### config.mk
export PLATFORM = sky130hd
export DESIGN_NAME = extstat_irq_latch
export DESIGN_NICKNAME = d
export VERILOG_FILES = /design/src/rtl/xsl_pkg.sv /design/src/rtl/xsl_sync.sv /design/src/rtl/xsl_srcbank.sv /design/src/rtl/xsl_ctrl.sv /design/src/rtl/extstat_irq_latch.sv
export SDC_FILE = /design/constraint.sdc
export NUM_CORES = 1
export LEC_CHECK = 0
export BUFFER_PORTS_ARGS = -buffer_cell sky130_fd_sc_hd__buf_2
export CAP_MARGIN = 10
export CORE_MARGIN = 4
export CORE_UTILIZATION = 46
export DETAILED_ROUTE_END_ITERATION = 12
export GPL_TIMING_DRIVEN = 1
export PLACE_DENSITY_LB_ADDON = 0.25
export SYNTH_ARGS = -nofsm -noshare
export SYNTH_HDL_FRONTEND = slang
export SYNTH_HIERARCHICAL = 1
export SYNTH_SLANG_ARGS = --single-unit
### constraint.sdc
create_clock -name clk -period 2.5 [get_ports clk]
set_input_delay 0.375 -clock clk [delete_from_list [all_inputs] [get_ports clk]]
set_output_delay 0.375 -clock clk [all_outputs]
set_load 0.01 [all_outputs]
### src/rtl/xsl_pkg.sv
package xsl_pkg;
    localparam int NSRC = 3;
    localparam int EN_W = 8;
    localparam logic [EN_W-1:0] EN_RESET = 8'hF8;

    typedef enum logic [1:0] {
        ST_OPEN  = 2'd0,
        ST_HELD  = 2'd1,
        ST_REARM = 2'd2
    } xsl_state_e;

    // Status/enable bit position of each source: 0 carrier, 1 sync, 2 cts
    function automatic int src_bit(input int idx);
        case (idx)
            0:       return 3;
            1:       return 4;
            default: return 5;
        endcase
    endfunction
endpackage

### src/rtl/xsl_sync.sv
module xsl_sync #(
    parameter int W = 3
) (
    input  logic         clk,
    input  logic         rst_n,
    input  logic [W-1:0] async_in,
    output logic [W-1:0] sync_out
);
    logic [W-1:0] stage1_q;
    logic [W-1:0] stage2_q;

    always_ff @(posedge clk or negedge rst_n) begin
        if (!rst_n) begin
            stage1_q <= '0;
            stage2_q <= '0;
        end else begin
            stage1_q <= async_in;
            stage2_q <= stage1_q;
        end
    end

    assign sync_out = stage2_q;
endmodule

### src/rtl/xsl_srcbank.sv
module xsl_srcbank #(
    parameter int N = 3
) (
    input  logic         clk,
    input  logic         rst_n,
    input  logic [N-1:0] live,
    input  logic [N-1:0] en_bits,
    input  logic         freeze,
    output logic [N-1:0] status,
    output logic         edge_hit,
    output logic         mismatch
);
    logic [N-1:0] live_d_q;
    logic [N-1:0] latch_q;
    logic [N-1:0] edge_v;
    logic [N-1:0] diff_v;

    for (genvar i = 0; i < N; i++) begin : g_src
        always_ff @(posedge clk or negedge rst_n) begin
            if (!rst_n) begin
                live_d_q[i] <= 1'b0;
                latch_q[i]  <= 1'b0;
            end else begin
                live_d_q[i] <= live[i];
                if (!(freeze && en_bits[i]))
                    latch_q[i] <= live[i];
            end
        end
        assign edge_v[i] = en_bits[i] && (live[i] != live_d_q[i]);
        assign diff_v[i] = en_bits[i] && (live[i] != latch_q[i]);
        assign status[i] = en_bits[i] ? latch_q[i] : live[i];
    end

    assign edge_hit = |edge_v;
    assign mismatch = |diff_v;

    // enabled latches hold while the interrupt is pending
    a_r5_frozen_latch: assert property (@(posedge clk) disable iff (!rst_n)
        freeze |=> ((latch_q & $past(en_bits)) == ($past(latch_q) & $past(en_bits))));
endmodule

### src/rtl/xsl_ctrl.sv
module xsl_ctrl
    import xsl_pkg::*;
(
    input  logic            clk,
    input  logic            rst_n,
    input  logic            chan_rst,
    input  logic            grp_en,
    input  logic            cmd,
    input  logic            en_wr,
    input  logic [EN_W-1:0] en_wdata,
    input  logic            edge_hit,
    input  logic            mismatch,
    output logic [EN_W-1:0] en_q,
    output logic            freeze,
    output logic            irq
);
    xsl_state_e st_q, st_d;
    logic       refire_q;

    // Enable register
    always_ff @(posedge clk or negedge rst_n) begin
        if (!rst_n)        en_q <= EN_RESET;
        else if (chan_rst) en_q <= EN_RESET;
        else if (en_wr)    en_q <= en_wdata;
    end

    // State register
    always_ff @(posedge clk or negedge rst_n) begin
        if (!rst_n) begin
            st_q     <= ST_OPEN;
            refire_q <= 1'b0;
        end else begin
            st_q     <= st_d;
            refire_q <= (st_q == ST_HELD) && cmd && grp_en && mismatch && !chan_rst;
        end
    end

    // Next state
    always_comb begin
        st_d = st_q;
        unique case (st_q)
            ST_OPEN:  if (grp_en && edge_hit) st_d = ST_HELD;
            ST_HELD:  if (cmd) st_d = ST_REARM;
            ST_REARM: st_d = (refire_q || (grp_en && edge_hit)) ? ST_HELD : ST_OPEN;
            default:  st_d = ST_OPEN;
        endcase
        if (chan_rst) st_d = ST_OPEN;
    end

    // Outputs
    always_comb begin
        irq    = (st_q == ST_HELD);
        freeze = (st_q == ST_HELD) && !cmd;
    end

    a_r1_chan_reset: assert property (@(posedge clk) disable iff (!rst_n)
        chan_rst |=> (en_q == EN_RESET && !irq));
    a_r4_group_gate: assert property (@(posedge clk) disable iff (!rst_n)
        (st_q == ST_OPEN && !grp_en) |=> (st_q != ST_HELD));
    a_r6_rearm_gap: assert property (@(posedge clk) disable iff (!rst_n)
        (st_q == ST_HELD && cmd && !chan_rst) |=> (st_q == ST_REARM && !irq));
    a_r8_cmd_idle: assert property (@(posedge clk) disable iff (!rst_n)
        (st_q == ST_OPEN && cmd && !(grp_en && edge_hit) && !chan_rst) |=> (st_q == ST_OPEN));
endmodule

### src/rtl/extstat_irq_latch.sv
module extstat_irq_latch
    import xsl_pkg::*;
(
    input  logic       clk,
    input  logic       rst_n,
    input  logic       chan_rst,
    input  logic       dcd_pin,
    input  logic       sync_pin,
    input  logic       cts_pin,
    input  logic       grp_en,
    input  logic       en_wr,
    input  logic [7:0] en_wdata,
    input  logic       rst_ext_cmd,
    output logic [7:0] en_q,
    output logic [7:0] status_byte,
    output logic       ext_irq
);
    logic [NSRC-1:0] pins;
    logic [NSRC-1:0] live;
    logic [NSRC-1:0] en_bits;
    logic [NSRC-1:0] status;
    logic            edge_hit;
    logic            mismatch;
    logic            freeze;

    assign pins = {cts_pin, sync_pin, dcd_pin};

    for (genvar i = 0; i < NSRC; i++) begin : g_en
        assign en_bits[i] = en_q[src_bit(i)];
    end

    always_comb begin
        status_byte = '0;
        for (int i = 0; i < NSRC; i++)
            status_byte[src_bit(i)] = status[i];
    end

    xsl_sync #(.W(NSRC)) u_sync (
        .clk      (clk),
        .rst_n    (rst_n),
        .async_in (pins),
        .sync_out (live)
    );

    xsl_srcbank #(.N(NSRC)) u_bank (
        .clk      (clk),
        .rst_n    (rst_n),
        .live     (live),
        .en_bits  (en_bits),
        .freeze   (freeze),
        .status   (status),
        .edge_hit (edge_hit),
        .mismatch (mismatch)
    );

    xsl_ctrl u_ctrl (
        .clk      (clk),
        .rst_n    (rst_n),
        .chan_rst (chan_rst),
        .grp_en   (grp_en),
        .cmd      (rst_ext_cmd),
        .en_wr    (en_wr),
        .en_wdata (en_wdata),
        .edge_hit (edge_hit),
        .mismatch (mismatch),
        .en_q     (en_q),
        .freeze   (freeze),
        .irq      (ext_irq)
    );
endmodule

==> metrics.md, run 1 <==
| Metric | Value |
|---|---|
| Status | completed |
| Fraction of the mapped netlist area in adder cells | 0 |
| Cts hold-fix bufs | 0 |
| Overflow after GRT | 0 |
| Fin nets | 120 |
| Max-cap viol count | 0 |
| Post-CTS Setup Inserts | 0 |
| Critical-path cell list | mux2_2 > buf_2 |
| Reg2Reg Depth | 5 |
| Slew Viols, Final | 0 |
| Critical Path RT | 2.12 ns |
| Critical Path Start Type | flip-flop |
| Total GRT Usage | 0.131 |
| P_leak | 0.554 nW |
| Yosys reg bits | 23 |
| DIE AREA | 2960 sq um |
| RSZ-0062 raised after global routing | false |
| Initial antenna violation count | 0 |
| Critical Path Stages | 2 |
| CTS buffer count | 3 |
| Port buffer count | 28 |
| Drt pass-1 iters | 5 |
| CTS resizes | 0 |
| Netlist cell types | 20 |
| Clock Sinks | 23 |
| Starting Density | 0.496 |
| Sequential area share after synthesis | 0.586 |
| WS Path Type | reg2out |
| WL per Instance | 13.3 microns |
| Clk_skew | 0.00218 ns |
| Setup TNS | 0 ns |
| Synth Area in Simple Gates | 0.103 |
| Via count | 627 |
| Mapped cell area | 992 sq um |
| Gate power share | 0.145 |
| Fmax | 565 MHz |
| Post-synthesis async set-or-reset flop share | 1.00 |
| CP max FO | 6 |
| Data arrival, critical path | 1.39 ns |
| Sw Share | 0.261 |
| # H-tree levels | 1 |
| CP Capture Type | output port |
| Placement row count | 16 |
| Final ANT Viol Nets | 0 |
| Minimum clock period | 1.77 ns |
| Critical Path Slowest Stage Cell | dfstp_2 |
| Yosys warnings | 6 |
| DRC | 0 |
| Clock network fraction of design power | 0.248 |
| Final WS setup | 0.731 ns |
| Synthesized instance count | 73 |
| Root buf cell | clkbuf_4 |
| Pre-CTS WS | 1.05 ns |
| Most used DFF post-synth | dfrtp_1 |
| Post-synth EDFFs | 0 |
| First-pass GRT wire length | 2700 microns |
| Main combinational cell family by area after synthesis | simple AND/OR/NAND/NOR gates |
| Ant diodes | 0 |
| Top cell family by delay on the critical path | flip-flops |
| Vias per Instance | 4.86 |
| Largest net degree at the start of global routing | 24 |
| Worst-path clk slew | 0.12 ns |
| Post-synthesis mux area share | 0.0984 |
| Num ports | 34 |
| Power Density | 600 nW/um^2 |
| Peak supply drop | 0.000550 V |
| Die Y | 54.4 microns |
| Layout Utilization | 0.574 |
| Slowest stage delay, CP | 0.60 ns |
| # setup viols final | 0 |
| Core area | 2000 sq um |
| Vias in the first global route | 588 |
| Routed WL | 1720 microns |
| CTS tree | done |
| DIE WIDTH | 54.4 microns |
| Sequential share of power | 0.607 |
| Clk_lat worst skew | 0.31 ns |
| Fin Hold WS | 0.00215 ns |
| Internal | 0.509 mW |
| Final Hold Fails | 0 |
| Most common cell after layout, fill and taps aside | buf_2 |
| Syn avg cell area | 13.6 sq um |
| Final worst-path cycle share | 0.708 |
| Initial drt markers | 11 |
| Synth Area in Compound Gates | 0.0870 |
| Hold Path Class | in2async |
| Syn-to-layout area delta | 15.8% |
| Most frequent cells in the layout | 28 x buf_2, 18 x dfrtp_1, 7 x nor2b_1, 6 x xor2_1 |
| Hpwl dp | 1240 microns |
| CTS Buffer Depth | 2 |
| Net switching power | 0.180 mW |
| Post-synthesis xor/xnor area fraction | 0.0530 |
| Routability congestion estimate from global placement | 0.734 |
| Share of cells above drive strength 1 | 0.431 |
| Crit path buf inv count | 1 |
## sequential cells by signal, indices dropped and copies added (netlist names)
register and flops:
u_ctrl/refire_q 1, u_sync/stage1_q 3, u_bank/latch_q 3, u_sync/sync_out 3
u_bank/live_d_q 3, u_ctrl/st_q 2, u_ctrl/en_q 8
## per-stage QoR
step                      std cells  power, mW  cell area [sq um]
after floorplan                  77      0.489               1010
after global placement          125      0.522               1120
after detailed placement        125      0.526               1120
after CTS                       129      0.700               1150
after global routing            129      0.732               1150
final                           129      0.689               1150
## worst register-to-register path: cells and delay by family (launching register included)
family          cells  cell delay [ns]
flops               1             0.45
compound gates      2             0.62
xor+xnor            1             0.18
buf+inv             1             0.07
simple gates        1             0.08
## routing by layer
metal / GRT usage / share of wire
met1: 0.165 / 0.44
met2: 0.205 / 0.46
met3: 0.0627 / 0.086
met4: 0.0249 / 0.0064
met5: 0 / 0
## logic make-up after synthesis
logic type | after synthesis
other | 1
AO/OA/AOI/OAI | 9
AND/OR/NAND/NOR | 16
buffers and inverters | 9
multiplexers | 9
flip-flops | 23
XOR/XNOR | 6
## power groups by stage
| stage | clock network [mW] | logic [mW] | registers, mW |
|---|---|---|---|
| after floorplan | 0 | 0.0645 | 0.425 |
| after global placement | 0 | 0.0995 | 0.423 |
| after detailed placement | 0 | 0.101 | 0.424 |
| after CTS | 0.180 | 0.102 | 0.418 |
| after global routing | 0.198 | 0.112 | 0.422 |
| final | 0.171 | 0.0998 | 0.418 |
## final timing paths
kind	slack [ns]	start	end
max in group asynchronous	2.14	rst_n	u_ctrl/en_q[3]
worst min register to register	0.36	u_sync/stage1_q[2]	u_sync/sync_out[2]
worst min-delay path	0.002	rst_n	u_sync/sync_out[1]
worst max register to register	1.00	u_sync/sync_out[0]	u_ctrl/st_q[0]
min in group clk	0.15	cts_pin	u_sync/stage1_q[2]
worst max-delay path	0.73	u_ctrl/en_q[5]	status_byte[5]
## synth_stat cells (all sizes together) (2+ instances only)
| master | count | area [sq um] |
|---|---|---|
| nand2 | 3 | 11.3 |
| nor2 | 3 | 11.3 |
| a222oi | 2 | 20.0 |
| a211o | 5 | 50.1 |
| mux2 | 6 | 67.6 |
| xor2 | 6 | 52.6 |
| mux2i | 3 | 30.0 |
| buf | 7 | 60.1 |
| inv | 2 | 7.51 |
| dfstp | 5 | 131 |
| dfrtp | 18 | 450 |
| nor2b | 7 | 43.8 |
## cell type report
class	count	area, sq um
fill	172	853
sequential	23	582
multi-input combinational	45	358
timing repair buffer	28	140
tap	27	33.8
clock buffer	3	22.5
inverter	2	7.51
clock inverter	1	5.00
Note: power is estimated with default switching activity, not from simulation.
==> run 2: changes to the inputs <==
clock period = 1.7 ns   (was 2.5 ns; I/O delays follow)
==> run 2 against run 1 <==
  * Sequential share of layout area decreased by 0.38 points
  * Combinational power grew 49%
  * Power grew 45%
  * Setup slack got worse by 0.65 ns
  * Hold slack improved by 0.050 ns
  * Design area rose by 0.76%
  * Largest power group unchanged
  * Flip-flop and latch count is the same
  * Highest routed layer unchanged
  * Die area did not move
  * Sequential power is 47% higher
  * Clock skew rose by 0.0012 ns
  * Clock-buffer cell count rose by 1
==> metrics.md, run 2 (synthesized netlist as in run 1, its figures left out) <==
| Metric | Value |
|---|---|
| Sequential share of power | 0.616 (+0.009) |
| Fin nets | 121 (+0.83%) |
| Vias in the first global route | 598 (+1.7%) |
| Pre-CTS WS | 0.243 ns (-0.811 ns) |
| Num ports | 34 (unchanged) |
| Hold Path Class | in2reg |
| Starting Density | 0.496 (unchanged) |
| Clock network fraction of design power | 0.235 (-0.013) |
| # H-tree levels | 1 (unchanged) |
| Clk_lat worst skew | 0.30 ns (about the same) |
| Critical Path RT | 1.44 ns (-0.68 ns) |
| Final WS setup | 0.0779 ns (-0.653 ns) |
| Final Hold Fails | 0 (unchanged) |
| Vias per Instance | 4.95 (+1.9%) |
| Final worst-path cycle share | 0.954 |
| Root buf cell | clkbuf_4 |
| Routed WL | 1680 microns (-2.4%) |
| Drt pass-1 iters | 4 (-1) |
| Hold depth | 1 |
| WS Path Type | reg2out |
| Ant diodes | 0 (unchanged) |
| Fmax | 616 MHz |
| Die Y | 54.4 microns (unchanged) |
| Syn-to-layout area delta | 16.6% |
| Cts hold-fix bufs | 1 (+1) |
| Largest Register | u_ctrl/en_q |
| Data arrival, critical path | 1.37 ns (-0.02 ns) |
| Max-cap viol count | 0 (unchanged) |
| RSZ-0062 raised after global routing | false |
| Internal | 0.753 mW (+48%) |
| Post-CTS Setup Inserts | 0 (unchanged) |
| DRC | 0 (unchanged) |
| CTS tree | done |
| Via count | 644 (+2.7%) |
| CTS buffer count | 3 (unchanged) |
| Initial drt markers | 14 (+3) |
| Core area | 2000 sq um (unchanged) |
| Gate power share | 0.149 (+0.004) |
| # setup viols final | 0 (unchanged) |
| Most frequent cells in the layout | 28 x buf_2, 18 x dfrtp_1, 7 x nor2b_1, 6 x xor2_1 |
| Largest net degree at the start of global routing | 24 (unchanged) |
| Placement Cell Area | 1120 sq um (unchanged) |
| Most common cell after layout, fill and taps aside | buf_2 |
| Hpwl dp | 1280 microns (+3.2%) |
| Overflow after GRT | 0 (unchanged) |
| Power Density | 862 nW/um^2 (+44%) |
| Peak supply drop | 0.000571 V (+3.8%) |
| CP Capture Type | output port |
| DIE AREA | 2960 sq um (unchanged) |
| Number of flip-flops in the largest register | 8 (unchanged) |
| Final ANT Viol Nets | 0 (unchanged) |
| Finished layout cell area | 1160 sq um (+0.76%) |
| WL per Instance | 12.9 microns (-3.1%) |
| Slew Viols, Final | 0 (unchanged) |
| Critical Path Start Type | flip-flop |
| Share of cells above drive strength 1 | 0.417 (-0.0139) |
| Total GRT Usage | 0.129 (-0.00201) |
| First-pass GRT wire length | 2670 microns (-1.0%) |
| Initial antenna violation count | 0 (unchanged) |
| Reg2Reg Depth | 5 (unchanged) |
| Setup TNS | 0 ns (unchanged) |
| Clk_skew | 0.00335 ns (+0.00117 ns) |
| Clock Sinks | 23 (unchanged) |
| Port buffer count | 28 (unchanged) |
| Status | completed |
| Net switching power | 0.244 mW (+36%) |
| CTS Buffer Depth | 2 (unchanged) |
| Minimum clock period | 1.62 ns |
| CP max FO | 6 (unchanged) |
| CTS resizes | 0 (unchanged) |
| Worst-path clk slew | 0.11 ns (about the same) |
| Sw Share | 0.245 (-0.0163) |
| Placement row count | 16 (unchanged) |
| DIE WIDTH | 54.4 microns (unchanged) |
| P_leak | 0.555 nW (+0.26%) |
| Routability congestion estimate from global placement | 0.717 (-2.2%) |
run 2: cell types whose count changed in the layout (fill, tap and decap cells not counted), sizes merged:
| cell | change |
|---|---|
| clkinv | -1 |
| clkbuf | +1 |
| dlygate4sd3 | +1 |
run 2: layout make-up:
| cell class | count | area [sq um] |
|---|---|---|
| fillers | 176 | 845 |
| multi-input cells | 45 | 358 |
| inverters | 2 | 7.51 |
| flip-flops and latches | 23 | 582 |
| well taps | 27 | 33.8 |
| repair buffers | 29 | 150 |
| clock buffers | 4 | 26.3 |
run 2: per-layer routing:
metal	track usage	wire length, microns	vias to the layer above	share of wire
li1	-	-	303	-
met1	0.155	708	316	0.42
met2	0.207	800	21	0.48
met3	0.0409	138	4	0.082
met4	0.0622	28	0	0.017
met5	0	0	-	0
run 2: worst paths after layout:
kind / slack (ns) / start / endpoint
max: 0.08 / u_ctrl/en_q[5] / status_byte[5]
min: 0.05 / cts_pin / u_sync/stage1_q[2]
max reg2reg: 0.22 / u_sync/sync_out[0] / u_ctrl/st_q[0]
min reg2reg: 0.36 / u_sync/stage1_q[2] / u_sync/sync_out[2]
max in group asynchronous: 0.91 / rst_n / u_ctrl/en_q[4]
min in group asynchronous: 0.43 / rst_n / u_bank/live_d_q[2]
run 2: critical path, cell delays in order, from the launching register on:
cell and delay, ns:
dfstp_2 0.60, mux2_2 0.34, buf_2 0.14
run 2: power by group through the flow:
stage / Combinational, mW / Sequential [mW] / Clock (mW)
final: 0.149 / 0.614 / 0.234
after global routing: 0.166 / 0.620 / 0.278
after CTS: 0.151 / 0.615 / 0.247
after detailed placement: 0.149 / 0.625 / 0
after global placement: 0.146 / 0.622 / 0
after floorplan: 0.0948 / 0.625 / 0
run 2: metrics by stage:
step           power [mW]  hold WS, ns  utilization  cells
2_1_floorplan       0.719      -0.0406            -     77
3_3_place_gp        0.769        0.250        0.560    125
3_5_place_dp        0.774        0.243        0.560    125
4_1_cts              1.01       0.0413        0.578    130
5_1_grt              1.06       0.0242        0.578    130
6_report            0.997       0.0517        0.578    130
